## config.mk

```make
export PLATFORM = sky130hd
export DESIGN_NAME = req_issuer
export DESIGN_NICKNAME = d
export VERILOG_FILES = /design/src/rtl/rqi_pkg.sv /design/src/rtl/rqi_tag_pool.sv /design/src/rtl/rqi_err_pipe.sv /design/src/rtl/rqi_retry_ctl.sv /design/src/rtl/req_issuer.sv
export SDC_FILE = /design/constraint.sdc
export NUM_CORES = 1
export LEC_CHECK = 0
export ABC_AREA = 1
export BUFFER_PORTS_ARGS = -buffer_cell sky130_fd_sc_hd__clkbuf_2
export CORE_MARGIN = 4
export CORE_UTILIZATION = 35
export CTS_CLUSTER_DIAMETER = 50
export CTS_CLUSTER_SIZE = 40
export DETAILED_ROUTE_END_ITERATION = 8
export SLEW_MARGIN = 20
export SYNTH_ARGS = -nofsm -noshare
export SYNTH_HDL_FRONTEND = slang
export SYNTH_SLANG_ARGS = --single-unit
```

## constraint.sdc

```tcl
create_clock -name clk -period 4.7 [get_ports clk]
set_input_delay 0.94 -clock clk [delete_from_list [all_inputs] [get_ports clk]]
set_output_delay 0.94 -clock clk [all_outputs]
set_load 0.02 [all_outputs]
```

## src/rtl/rqi_pkg.sv

```systemverilog
package rqi_pkg;
    typedef enum logic [1:0] {
        S_IDLE = 2'd0,
        S_ARB  = 2'd1,
        S_PA   = 2'd2,
        S_PB   = 2'd3
    } rqi_state_e;
endpackage

```

## src/rtl/rqi_tag_pool.sv

```systemverilog
module rqi_tag_pool #(
    parameter int NTAG  = 8,
    parameter int TAG_W = $clog2(NTAG),
    parameter int CNT_W = $clog2(NTAG + 1)
) (
    input  logic             clk,
    input  logic             rst_n,
    input  logic             alloc,
    input  logic [NTAG-1:0]  free_mask,
    output logic             avail,
    output logic [TAG_W-1:0] alloc_tag,
    output logic [CNT_W-1:0] count
);
    typedef struct packed {
        logic [NTAG-1:0] used;
    } pool_s;

    pool_s cs_q, ns_d;

    always_comb begin
        ns_d      = cs_q;
        avail     = 1'b0;
        alloc_tag = '0;
        count     = '0;
        for (int i = NTAG - 1; i >= 0; i--) begin
            if (!cs_q.used[i]) begin
                avail     = 1'b1;
                alloc_tag = TAG_W'(i);
            end
        end
        for (int i = 0; i < NTAG; i++) begin
            count = count + CNT_W'(cs_q.used[i]);
        end
        ns_d.used = cs_q.used & ~free_mask;
        if (alloc) begin
            ns_d.used[alloc_tag] = 1'b1;
        end
    end

    always_ff @(posedge clk) begin
        if (!rst_n) cs_q <= '0;
        else        cs_q <= ns_d;
    end

    AST_NO_OVERFLOW: assert property (@(posedge clk) disable iff (!rst_n)
        alloc |-> avail);
    AST_FREE_LIVE_TAG: assert property (@(posedge clk) disable iff (!rst_n)
        (free_mask & ~cs_q.used) == '0);
endmodule

```

## src/rtl/rqi_err_pipe.sv

```systemverilog
module rqi_err_pipe #(
    parameter int ERR_DLY = 3,
    parameter int TAG_W   = 3
) (
    input  logic             clk,
    input  logic             rst_n,
    input  logic             push,
    input  logic [TAG_W-1:0] push_tag,
    input  logic             err_in,
    output logic             chk_valid,
    output logic [TAG_W-1:0] chk_tag,
    output logic             chk_err
);
    localparam int MAX_LIVE = (ERR_DLY + 1) / 2;

    typedef struct packed {
        logic [ERR_DLY-1:0]            v;
        logic [ERR_DLY-1:0][TAG_W-1:0] t;
    } pipe_s;

    pipe_s cs_q, ns_d;

    always_comb begin
        ns_d      = cs_q;
        ns_d.v[0] = push;
        ns_d.t[0] = push_tag;
        for (int i = 1; i < ERR_DLY; i++) begin
            ns_d.v[i] = cs_q.v[i-1];
            ns_d.t[i] = cs_q.t[i-1];
        end
        chk_valid = cs_q.v[ERR_DLY-1];
        chk_tag   = cs_q.t[ERR_DLY-1];
        chk_err   = cs_q.v[ERR_DLY-1] & err_in;
    end

    always_ff @(posedge clk) begin
        if (!rst_n) cs_q <= '0;
        else        cs_q <= ns_d;
    end

    AST_PUSH_SPACED: assert property (@(posedge clk) disable iff (!rst_n)
        push |=> !push);
    AST_WINDOW_LIVE: assert property (@(posedge clk) disable iff (!rst_n)
        $countones(cs_q.v) <= MAX_LIVE);
endmodule

```

## src/rtl/rqi_retry_ctl.sv

```systemverilog
module rqi_retry_ctl #(
    parameter int NTAG    = 8,
    parameter int MAX_ERR = 2,
    parameter int TAG_W   = $clog2(NTAG),
    parameter int TRY_W   = $clog2(MAX_ERR + 1)
) (
    input  logic             clk,
    input  logic             rst_n,
    input  logic             chk_valid,
    input  logic [TAG_W-1:0] chk_tag,
    input  logic             chk_err,
    input  logic             take,
    input  logic [TAG_W-1:0] take_tag,
    output logic             pend_any,
    output logic [TAG_W-1:0] pend_tag,
    output logic             fatal,
    output logic [TAG_W-1:0] fatal_tag
);
    typedef struct packed {
        logic [NTAG-1:0]            pend;
        logic [NTAG-1:0][TRY_W-1:0] errs;
    } rty_s;

    rty_s cs_q, ns_d;
    logic [TRY_W-1:0] errs_next;

    always_comb begin
        ns_d      = cs_q;
        fatal     = 1'b0;
        fatal_tag = chk_tag;
        pend_any  = |cs_q.pend;
        pend_tag  = '0;
        for (int i = NTAG - 1; i >= 0; i--) begin
            if (cs_q.pend[i]) pend_tag = TAG_W'(i);
        end
        errs_next = cs_q.errs[chk_tag] + TRY_W'(1);
        if (take) begin
            ns_d.pend[take_tag] = 1'b0;
        end
        if (chk_valid) begin
            if (!chk_err) begin
                ns_d.errs[chk_tag] = '0;
            end else if (errs_next >= TRY_W'(MAX_ERR)) begin
                fatal              = 1'b1;
                ns_d.errs[chk_tag] = '0;
            end else begin
                ns_d.errs[chk_tag] = errs_next;
                ns_d.pend[chk_tag] = 1'b1;
            end
        end
    end

    always_ff @(posedge clk) begin
        if (!rst_n) cs_q <= '0;
        else        cs_q <= ns_d;
    end

    AST_TAKE_PENDING: assert property (@(posedge clk) disable iff (!rst_n)
        take |-> cs_q.pend[take_tag]);
    AST_CHECK_NOT_PENDING: assert property (@(posedge clk) disable iff (!rst_n)
        chk_valid |-> !cs_q.pend[chk_tag]);
endmodule

```

## src/rtl/req_issuer.sv

```systemverilog
module req_issuer #(
    parameter int NTAG    = 8,
    parameter int ADDR_W  = 36,
    parameter int DATA_W  = 64,
    parameter int MT_W    = 3,
    parameter int LEN_W   = 2,
    parameter int ERR_DLY = 3,
    parameter int MAX_ERR = 2,
    localparam int BE_W   = DATA_W / 8,
    localparam int TAG_W  = $clog2(NTAG),
    localparam int CNT_W  = $clog2(NTAG + 1)
) (
    input  logic              clk,
    input  logic              rst_n,
    input  logic              q_valid,
    output logic              q_ready,
    input  logic [ADDR_W-1:0] q_addr,
    input  logic [MT_W-1:0]   q_mtype,
    input  logic [LEN_W-1:0]  q_len,
    input  logic [BE_W-1:0]   q_be,
    output logic              arb_req,
    input  logic              arb_gnt,
    output logic              rq_a_valid,
    output logic [ADDR_W-1:0] rq_addr,
    output logic [MT_W-1:0]   rq_mtype,
    output logic              rq_b_valid,
    output logic [TAG_W-1:0]  rq_tag,
    output logic [LEN_W-1:0]  rq_len,
    output logic [BE_W-1:0]   rq_be,
    input  logic              err_in,
    input  logic              rsp_valid,
    input  logic [TAG_W-1:0]  rsp_tag,
    output logic [CNT_W-1:0]  inflight,
    output logic              mce,
    output logic [TAG_W-1:0]  mce_tag
);
    import rqi_pkg::*;

    typedef struct packed {
        rqi_state_e                  state;
        logic [TAG_W-1:0]            tag;
        logic [ADDR_W-1:0]           addr;
        logic [MT_W-1:0]             mtype;
        logic [LEN_W-1:0]            len;
        logic [BE_W-1:0]             be;
        logic                        mce;
        logic [TAG_W-1:0]            mce_tag;
        logic [NTAG-1:0][ADDR_W-1:0] sv_addr;
        logic [NTAG-1:0][MT_W-1:0]   sv_mtype;
        logic [NTAG-1:0][LEN_W-1:0]  sv_len;
        logic [NTAG-1:0][BE_W-1:0]   sv_be;
    } iss_s;

    iss_s cs_q, ns_d;

    logic             avail;
    logic [TAG_W-1:0] alloc_tag;
    logic [NTAG-1:0]  free_mask;
    logic             chk_valid, chk_err;
    logic [TAG_W-1:0] chk_tag;
    logic             pend_any, fatal;
    logic [TAG_W-1:0] pend_tag, fatal_tag;
    logic             have_work, go, take_retry, take_new;

    rqi_tag_pool #(.NTAG(NTAG), .TAG_W(TAG_W), .CNT_W(CNT_W)) u_pool (
        .clk       (clk),
        .rst_n     (rst_n),
        .alloc     (take_new),
        .free_mask (free_mask),
        .avail     (avail),
        .alloc_tag (alloc_tag),
        .count     (inflight)
    );

    rqi_err_pipe #(.ERR_DLY(ERR_DLY), .TAG_W(TAG_W)) u_errp (
        .clk       (clk),
        .rst_n     (rst_n),
        .push      (rq_a_valid),
        .push_tag  (cs_q.tag),
        .err_in    (err_in),
        .chk_valid (chk_valid),
        .chk_tag   (chk_tag),
        .chk_err   (chk_err)
    );

    rqi_retry_ctl #(.NTAG(NTAG), .MAX_ERR(MAX_ERR), .TAG_W(TAG_W)) u_rty (
        .clk       (clk),
        .rst_n     (rst_n),
        .chk_valid (chk_valid),
        .chk_tag   (chk_tag),
        .chk_err   (chk_err),
        .take      (take_retry),
        .take_tag  (pend_tag),
        .pend_any  (pend_any),
        .pend_tag  (pend_tag),
        .fatal     (fatal),
        .fatal_tag (fatal_tag)
    );

    always_comb begin
        ns_d       = cs_q;
        have_work  = pend_any | (q_valid & avail);
        go         = arb_gnt & have_work &
                     ((cs_q.state == S_ARB) | (cs_q.state == S_PB));
        take_retry = go & pend_any;
        take_new   = go & ~pend_any;
        q_ready    = take_new;

        free_mask = '0;
        if (rsp_valid) free_mask[rsp_tag] = 1'b1;
        if (fatal)     free_mask[fatal_tag] = 1'b1;

        unique case (cs_q.state)
            S_IDLE: if (have_work) ns_d.state = S_ARB;
            S_ARB: begin
                if (go)              ns_d.state = S_PA;
                else if (!have_work) ns_d.state = S_IDLE;
            end
            S_PA: ns_d.state = S_PB;
            S_PB: begin
                if (go)             ns_d.state = S_PA;
                else if (have_work) ns_d.state = S_ARB;
                else                ns_d.state = S_IDLE;
            end
            default: ns_d.state = S_IDLE;
        endcase

        if (take_retry) begin
            ns_d.tag   = pend_tag;
            ns_d.addr  = cs_q.sv_addr[pend_tag];
            ns_d.mtype = cs_q.sv_mtype[pend_tag];
            ns_d.len   = cs_q.sv_len[pend_tag];
            ns_d.be    = cs_q.sv_be[pend_tag];
        end else if (take_new) begin
            ns_d.tag                = alloc_tag;
            ns_d.addr               = q_addr;
            ns_d.mtype              = q_mtype;
            ns_d.len                = q_len;
            ns_d.be                 = q_be;
            ns_d.sv_addr[alloc_tag]  = q_addr;
            ns_d.sv_mtype[alloc_tag] = q_mtype;
            ns_d.sv_len[alloc_tag]   = q_len;
            ns_d.sv_be[alloc_tag]    = q_be;
        end

        if (fatal) begin
            ns_d.mce     = 1'b1;
            ns_d.mce_tag = fatal_tag;
        end

        arb_req    = (cs_q.state != S_IDLE);
        rq_a_valid = (cs_q.state == S_PA);
        rq_b_valid = (cs_q.state == S_PB);
        rq_addr    = rq_a_valid ? cs_q.addr  : '0;
        rq_mtype   = rq_a_valid ? cs_q.mtype : '0;
        rq_tag     = rq_b_valid ? cs_q.tag   : '0;
        rq_len     = rq_b_valid ? cs_q.len   : '0;
        rq_be      = rq_b_valid ? cs_q.be    : '0;
        mce        = cs_q.mce;
        mce_tag    = cs_q.mce_tag;
    end

    always_ff @(posedge clk) begin
        if (!rst_n) cs_q <= '0;
        else        cs_q <= ns_d;
    end

    AST_A_OWNED: assert property (@(posedge clk) disable iff (!rst_n)
        $rose(rq_a_valid) |-> $past(arb_req && arb_gnt));
    AST_B_FOLLOWS_A: assert property (@(posedge clk) disable iff (!rst_n)
        rq_a_valid |=> rq_b_valid && $stable(rq_tag) == $stable(rq_tag)
                       && !rq_a_valid);
    AST_MCE_STICKY: assert property (@(posedge clk) disable iff (!rst_n)
        $past(mce) |-> mce);
    AST_HOLD_WHEN_FULL: assert property (@(posedge clk) disable iff (!rst_n)
        q_ready |-> (inflight < CNT_W'(NTAG)));
    AST_RETRY_BEFORE_NEW: assert property (@(posedge clk) disable iff (!rst_n)
        (go && pend_any) |-> !q_ready);
endmodule

```

[Word-level counts from Yosys, hierarchy flattened]
Index checks and enable logic that the tools add are counted.
Storage, ports and cells
  memory bits (writable): 0
  word-level logic and storage cells: 187
  memories: 0
  bits of input ports: 58
  latch bits: 0
  output and inout port bits: 64
  bits in registers: 494
  ROM bits: 0
Operators by class
  bitwise gates (word level): 19
  $add $sub $neg: 8
  equal/unequal tests: 5
  shift-type cells: 0
  mux-type cells: 82
  reductions and logical operators: 10
  div/mod/pow operators: 0
  multipliers: 0
  magnitude comparators: 9
Operator list (number)
  bitwise mux 288 bit: 1
  binary-select mux 36 bit (select 3 bit): 1
  demux 36 bit (select 3 bit): 1
  two-way mux 36 bit: 3
  two-way mux 52 bit: 2
  two-way mux 8 bit: 9
  bitwise mux 64 bit: 1
  two-way mux 3 bit: 20
  bitwise mux 16 bit: 2
  two-way mux 16 bit: 2
  adder 4 x 1 -> 4 bit: 6
  binary-select mux 8 bit (select 3 bit): 1
  bitwise mux 24 bit: 1
  demux 8 bit (select 3 bit): 1
  two-way mux 24 bit: 1
  OR 8 bit: 3
  two-way mux 2 bit: 9
  AND 16 bit: 1
  AND 8 bit: 2
  < comparator 3 x 4 -> 1 bit, second input constant: 4
  two-way mux 1 bit: 16
  NOT 16 bit: 1
  NOT 8 bit: 2
  binary-select mux 2 bit (select 3 bit): 2
  other kinds (21): 41

[Longest topological paths before layout]
Gate-level depths: netlist of run 1.
  depth in word-level cells: 19
  gate-level depth with buffers: 17
  depth with buffers taken out: 15

[Modules after synthesis]
Synthesis of run 1 repeated with hierarchy kept, for this count alone.
Unflattened totals
  cell total of the unflattened synthesis: 3410
  area, all modules: 22487.8 µm²
By module, submodules not included
  req_issuer: area an instance 20308.2 µm², cells each 3106, sequential area each 9008.6 µm², instances 1
  rqi_retry_ctl: area an instance 1207.4 µm², cells each 175, sequential area each 480.5 µm², instances 1
  rqi_tag_pool: area an instance 600.6 µm², cells each 87, sequential area each 160.2 µm², instances 1
  rqi_err_pipe: area an instance 371.6 µm², cells each 42, sequential area each 240.2 µm², instances 1

[Least setup slack after synthesis of run 1]
Ideal clock, no wire load.
  path type: flip-flop to output port
  from: register u_pool.cs_q[0] (netlist bit)
  to: output inflight[2]
  required time: 3760 ps
  stages on the path, launching flop included: 10
  setup slack: 1111 ps
  arrival: 2649 ps
  buffers on the path: 0
  path through: dfxtp_1 -> ha_1 -> inv_1 -> fa_1 -> fa_1 -> inv_1 -> fa_1 -> inv_1 -> fa_1 -> xnor2_1
Between the ends
  word-level cells in the longest chain between the ends: 7
RTL lines
  start: declaration: RTL line rqi_tag_pool.sv:18  | pool_s cs_q, ns_d;
  start signal: assignment: RTL line rqi_tag_pool.sv:42  | else cs_q <= ns_d;
  adder 1 x 1 -> 2 bit: RTL line rqi_tag_pool.sv:32  | count = count + CNT_W'(cs_q.used[i]);
  adder 4 x 1 -> 4 bit (6 in series): RTL line rqi_tag_pool.sv:32
  end: declaration: RTL line req_issuer.sv:33  | output logic [CNT_W-1:0] inflight,
Every way passes these cells.

[Worst setup path after layout of run 1]
  from: register u_pool.cs_q[0] (netlist bit)
  to: output inflight[1]
Same word-level chain as after synthesis.

==> run_results.csv, run 1 <==
group,metric,value,unit
critical_path,r2r-start,"u_rty.cs_q[16]$_SDFF_PN0_",
critical_path,cp_top_family,"adder cells",
global_route,grt_pass1_vias,20077,
power,power_density,332,nW/µm²
critical_path,critPathKind,"reg -> out",
min_path,hold_start,"u_errp.cs_q[5]$_SDFF_PN0_",
floorplanning,die_x,267,µm
timing,slew_headroom,0.283,
routing,drt-total-wl,70.2,mm
placed_design,post-place-cells,4340,
synth,syn_avg_cell_area,6.55,µm²
synth,seq_area_frac_synth,0.423,
clock_tree,cts.clk_slew.worst_paths,0.06,ns
synth,yosys.area.top_type_share,0.423,
critical_path,arrival,3.37,ns
placed_design,post-place-ws,0.983,ns
timing,worst_pin_slew,1.07,ns
timing,final.period_utilization,0.917,
final_layout,area.growth.synth_to_final,11.9,%
global_route,grt_use_total,0.193,
routing,drt_first_iter_violations,1477,
synth,synthSimpleGateAreaFrac,0.258,
floorplanning,fp.coreArea,66000,µm²
synth,synth_compound_area_frac,0.169,
global_route,grt_pass1_wl,112,mm
timing,tns,0,ns
critical_path,reg2regPathDepth,13,
clock_tree,cts_sinks,494,
synth,ys_top_cells_by_area,"dfxtp_1 (42%), nand2_1 (12%), inv_1 (9.7%)",
synth,synth_top_family_by_area,"simple AND/OR/NAND/NOR gates",
global_route,antenna_found_initial,2,
floorplanning,die_y,267,µm
synth,muxShareOfSynthArea,0,
routing,avgRoutedWirePerCell,15.8,µm
floorplanning,die_area,71000,µm²
critical_path,worstPathBufferInverterCount,5,
clock_tree,hold_buffers,0,
synth,synth-adder-area-share,0.00503,
placed_design,placed_cell_area,24500,µm²
critical_path,crit_slowest_cell,"fa_1",
routing,antenna_left,0,
min_path,holdCritPathClass,"reg -> reg",
clock_tree,ctsHtreeMaxLevel,2,
global_route,grt.overflow.total,0,
routing,num_vias,21671,
critical_path,regToRegEndpoint,"cs_q[197]$_SDFFE_PN0P_",
timing,slew_viol_final,0,
global_route,grt_max_degree,221,
clock_tree,clock_latency,0.61,ns
final_layout,nets,3590,
synth,syn_area,23400,µm²
placed_design,io_buffer_count,121,
routing,dr.pass1.iters,5,
routing,remaining_drc_errors,0,
clock_tree,postCtsSetupRepairBufs,0,
power,vdd_drop_max,0.224,mV
clock_tree,cts-root-buf,"clkbuf_16",
critical_path,end_kind,"primary output",
synth,synth_cell_types,36,
placed_design,routabilityCongestion,0.774,
floorplanning,io_pins,122,
min_path,whs_endpoint,"u_errp.chk_tag[2]$_SDFF_PN0_",
synth,yosysWarnings,0,
critical_path,r2r_slack,1.29,ns
floorplanning,initial_core_util,0.354,
synth,syn_nets,3636,
synth,synth_top_cell_by_area,"dfxtp_1",
synth,postSynthCellCount,3571,
clock_tree,numCtsBuffers,47,
critical_path,worst-path-max-fanout,5,
critical_path,cp-start-kind,"register",
placed_design,hpwlAfterDp,39.4,mm
synth,yosys.area_share.xor_xnor,0.00107,
timing,rsz0062_at_grt,"no",
routing,via_per_inst,4.90,
min_path,hold_depth,2,
timing,setup_violations,0,
critical_path,crit_start,"u_pool.cs_q[0]$_SDFF_PN0_",
final_layout,instances_no_fill,4427,
final_layout,design_area,26200,µm²
timing,fin_worst_skew,0.0300,ns
critical_path,slowest_delay,0.50,ns
final_layout,diodes,0,
final_layout,drive_gt1_frac,0.0797,
critical_path,cp_cell_sequence,"ha_1 > inv_1 > fa_1 > fa_1 > inv_1 > fa_1 > inv_1 > fa_1 > inv_1 > clkbuf_2",
power,p_leak,12.0,nW
timing,finalWorstSetupSlack,0.390,ns
clock_tree,cts_tree,"done",
flow_run,cap_violations,0,
synth,synth_seq_cells,494,
clock_tree,clockBufferDepth,3,
critical_path,cp_data_required_time,3.76,ns
floorplanning,row_count,94,
clock_tree,cts-resized-gates,0,
timing,fmax,232,MHz
timing,period_needed,4.31,ns
status,status,"finished, final reports clean",
timing,hold_viol,0,
area by class of cell:
class                      count  area [µm²]
tap                          864        1080
sequential                   494        9890
fill                        7090       39800
multi-input combinational   2213       10200
timing repair buffer         156         978
clock buffer                  53        1270
clock inverter                34         397
inverter                     613        2310
where the power goes:
part	total (mW)	switching (mW)	internal (mW)	leakage [nW]
Combinational	0.334	0.246	0.0884	7.23
Sequential	4.23	0.0144	4.21	3.98
Clock	4.11	1.87	2.24	0.803
worst max-delay path by stage:
stage	to	slack [ns]	depth (start not counted)
after floorplan	inflight[2]	1.11	9
after global placement	inflight[1]	0.97	10
after detailed placement	inflight[1]	0.98	10
after CTS	inflight[1]	0.35	10
after global routing	inflight[1]	0.25	10
final	inflight[1]	0.39	10
worst reg2reg max path, delay by kind of cell, from the launching register on:
| family | cells | cell delay (ns) |
|---|---|---|
| AND/OR/NAND/NOR | 9 | 1.54 |
| AO/OA/AOI/OAI | 1 | 0.10 |
| buffers and inverters | 3 | 1.33 |
| flip-flops | 1 | 0.35 |
cells in the mapped netlist (all sizes together):
| library cell | count |
|---|---|
| o21a | 3 |
| nor4 | 2 |
| nand3 | 414 |
| a21oi | 381 |
| xor2 | 1 |
| ha | 3 |
| fa | 4 |
| dfxtp | 494 |
| or2 | 1 |
| clkinv | 1 |
| o21ai | 314 |
| a31oi | 3 |
| clkbuf | 169 |
| a22oi | 49 |
| o211ai | 3 |
| a31o | 1 |
| nand4 | 1 |
| buf | 82 |
| o31ai | 3 |
| inv | 612 |
| xnor2 | 1 |
| nor2 | 286 |
| nor3 | 10 |
| nand2 | 733 |
metrics by stage:
stage                     utilization  hold WS [ns]  total power [mW]
after floorplan                     -         0.390              4.52
final                           0.397         0.409              8.67
after CTS                       0.397         0.409              8.77
after global placement          0.371         0.392              4.66
after global routing            0.397         0.440              8.98
after detailed placement        0.371         0.395              4.66
cells in the final DEF (no fill, tap or decap), types with 4 or more instances in the layout:
cell / count
inv_2: 11
fa_1: 4
clkinvlp_4: 6
bufinv_16: 4
clkinv_2: 6
nand2_4: 7
nor3_1: 7
inv_6: 6
nand2_1: 725
a22oi_1: 49
clkbuf_2: 120
dfxtp_1: 494
nor2_4: 7
nand3_1: 411
clkinv_4: 6
buf_12: 8
buf_4: 27
o21ai_0: 310
inv_8: 4
clkbuf_16: 49
inv_1: 599
nor2_1: 277
a21oi_1: 380
sequential cells by signal (all words and copies together) (netlist names), named ones only:
register	count
mce_tag	3
u_pool.cs_q	8
u_errp.chk_tag	3
u_rty.cs_q	24
u_errp.cs_q	8
mce	1
cs_q	445
u_errp.chk_valid	1
kinds of logic (layout without fill, tap and decap cells):
group,count (synthesis),count (layout)
AO/OA/AOI/OAI,757,757
XOR/XNOR,2,2
adder cells (fa/ha/maj),7,7
buffers and inverters,864,856
flip-flops,494,494
AND/OR/NAND/NOR,1447,1447
layer usage:
| layer | global-route usage | share of wire | wire (µm) |
|---|---|---|---|
| met5 | 0 | 0.00048 | 34 |
| met3 | 0.0273 | 0.048 | 3380 |
| met2 | 0.322 | 0.46 | 32200 |
| met4 | 0.0414 | 0.017 | 1190 |
| met1 | 0.268 | 0.48 | 33300 |
No activity file was read; power rests on OpenSTA's default activity.
==> run 2, diff against run 1 <==
- CORE_UTILIZATION: 35 -> 45
- MAX_ROUTING_LAYER: unset -> met4
==> run 2 against run 1 <==
Against the previous run:
- register-to-register slack hardly changed
- via count is 3.1% higher
- count of clock-buffer cells in the layout increased by 9
- core utilization is 11 points higher
- sequential power hardly changed
- critical path depth stayed put
- first-iteration DRC count up 23%
- sequential share of layout area fell by 0.094 points
- maximum frequency is 1.2% lower
- non-clock buffer count decreased by 3
- critical path type unchanged
- largest cell class unchanged
==> run_results.csv, run 2 (synthesized netlist as in run 1, its figures left out) <==
group,metric,value,unit
critical_path,cp_cell_sequence,"ha_1 > inv_1 > fa_1 > fa_1 > inv_1 > fa_1 > inv_1 > fa_1 > inv_1 > clkbuf_2",
timing,finalWorstSetupSlack,0.336,ns
power,p_int,6.92,mW
placed_design,post-place-cells,4153,
critical_path,end_kind,"primary output",
routing,antenna_left,0,
final_layout,layout_commonest_cell,"nand2_1",
power,power_switching,2.19,mW
timing,fin_worst_skew,0.0148,ns
global_route,grt_use_total,0.251,
floorplanning,die_y,236,µm
final_layout,nets,3594,
placed_design,hpwlAfterDp,38.8,mm
critical_path,arrival,3.42,ns
critical_path,crit_slowest_cell,"fa_1",
critical_path,slowest_delay,0.49,ns
routing,remaining_drc_errors,0,
min_path,holdCritPathClass,"reg -> reg",
clock_tree,ctsHtreeMaxLevel,2,
critical_path,worst-path-max-fanout,5,
timing,slew_headroom,0.273,
timing,setup_violations,0,
final_layout,design_area,26200,µm²
routing,drt_first_iter_violations,1810,
global_route,grt_pass1_vias,21482,
final_layout,diodes,0,
timing,period_needed,4.36,ns
timing,timing.hold.ws,0.401,ns
critical_path,cp-start-kind,"register",
timing,hold_viol,0,
final_layout,regMostFlops,"cs_q",
timing,tns,0,ns
routing,avgRoutedWirePerCell,16.4,µm
global_route,grt.overflow.total,0,
clock_tree,cts-root-buf,"clkbuf_16",
clock_tree,postCtsSetupRepairBufs,0,
timing,slew_viol_final,0,
floorplanning,row_count,83,
clock_tree,numCtsBuffers,54,
clock_tree,cts_tree,"done",
status,status,"finished, final reports clean",
global_route,antenna_found_initial,0,
clock_tree,clockBufferDepth,3,
placed_design,placed_cell_area,24300,µm²
power,p_leak,12.2,nW
floorplanning,fp.coreArea,51400,µm²
flow_run,cap_violations,0,
floorplanning,io_pins,122,
routing,drt-total-wl,69.7,mm
timing,final.period_utilization,0.928,
timing,rsz0062_at_grt,"no",
floorplanning,die_x,236,µm
placed_design,routabilityCongestion,0.807,
final_layout,layout_common_cells,"nand2_1 (725), inv_1 (599), dfxtp_1 (494)",
final_layout,instances_no_fill,4253,
final_layout,area.growth.synth_to_final,12.1,%
clock_tree,hold_buffers,0,
final_layout,drive_gt1_frac,0.0823,
critical_path,worstPathBufferInverterCount,5,
global_route,grt_pass1_wl,113,mm
global_route,grt_max_degree,266,
power,power_frac_seq,0.464,
clock_tree,cts-resized-gates,0,
power,pwr-share-comb,0.036,
power,power_density,347,nW/µm²
timing,fmax,229,MHz
clock_tree,clock_latency,0.61,ns
final_layout,postLayoutCoreUtil,0.510,
floorplanning,die_area,55700,µm²
power,p_total,9.11,mW
clock_tree,cts.clk_slew.worst_paths,0.06,ns
placed_design,io_buffer_count,121,
placed_design,post-place-ws,0.943,ns
power,vdd_drop_max,0.292,mV
final_layout,top_regs,"cs_q (445), u_rty.cs_q (24)",
routing,dr.pass1.iters,6,
final_layout,largest_reg_flops,445,
routing,via_per_inst,5.25,
clock_tree,cts_sinks,494,
power,swShare,0.241,
critical_path,cp_data_required_time,3.76,ns
power,p_clk_frac,0.499,
floorplanning,initial_core_util,0.455,
critical_path,cp_top_family,"adder cells",
timing,worst_pin_slew,1.09,ns
critical_path,critPathKind,"reg -> out",
routing,num_vias,22341,
-- run 2: changes by cell type in the layout (fill, tap and decap cells not counted), sizes merged --
cell,delta
clkinv,-3
clkinvlp,-1
bufinv,+1
inv,+7
buf,-3
clkbuf,+9
-- run 2: final cells by class --
type / instances / area [µm²]
inverter: 613 / 2310
timing repair buffer: 153 / 1020
clock buffer: 62 / 1490
tap: 680 / 851
clock inverter: 38 / 439
fill: 5182 / 25200
sequential: 494 / 9890
multi-input combinational: 2213 / 10200
-- run 2: routing by layer --
metal / vias to the layer above / global-route usage / wire length, µm
li1: 11116 / - / -
met1: 10523 / 0.327 / 32200
met2: 577 / 0.414 / 32500
met3: 125 / 0.0300 / 3540
met4: 0 / 0.0696 / 1520
met5: - / - / 0
-- run 2: worst paths after layout --
kind / slack [ns] / endpoint / start / depth (start not counted)
worst max-delay path: 0.34 / inflight[1] / u_pool.cs_q[1]$_SDFF_PN0_ / 10
worst min-delay path: 0.40 / u_errp.chk_tag[0]$_SDFF_PN0_ / u_errp.cs_q[3]$_SDFF_PN0_ / 2
worst max register to register: 1.28 / cs_q[116]$_SDFFE_PN0P_ / u_rty.cs_q[16]$_SDFF_PN0_ / 10
worst min register to register: 0.40 / u_errp.chk_tag[0]$_SDFF_PN0_ / u_errp.cs_q[3]$_SDFF_PN0_ / 2
-- run 2: power by group through the flow --
stage	registers, mW	logic [mW]	clock network, mW
after floorplan	4.32	0.194	0
after global placement	4.32	0.323	0
after detailed placement	4.33	0.329	0
after CTS	4.23	0.330	4.64
after global routing	4.23	0.372	4.80
final	4.23	0.331	4.55
-- run 2: worst min-delay path: cells and delay by family, from the launching register on --
family	cells	cell delay, ns
buffers and inverters	1	0.04
AND/OR/NAND/NOR	1	0.04
flip-flops	1	0.30
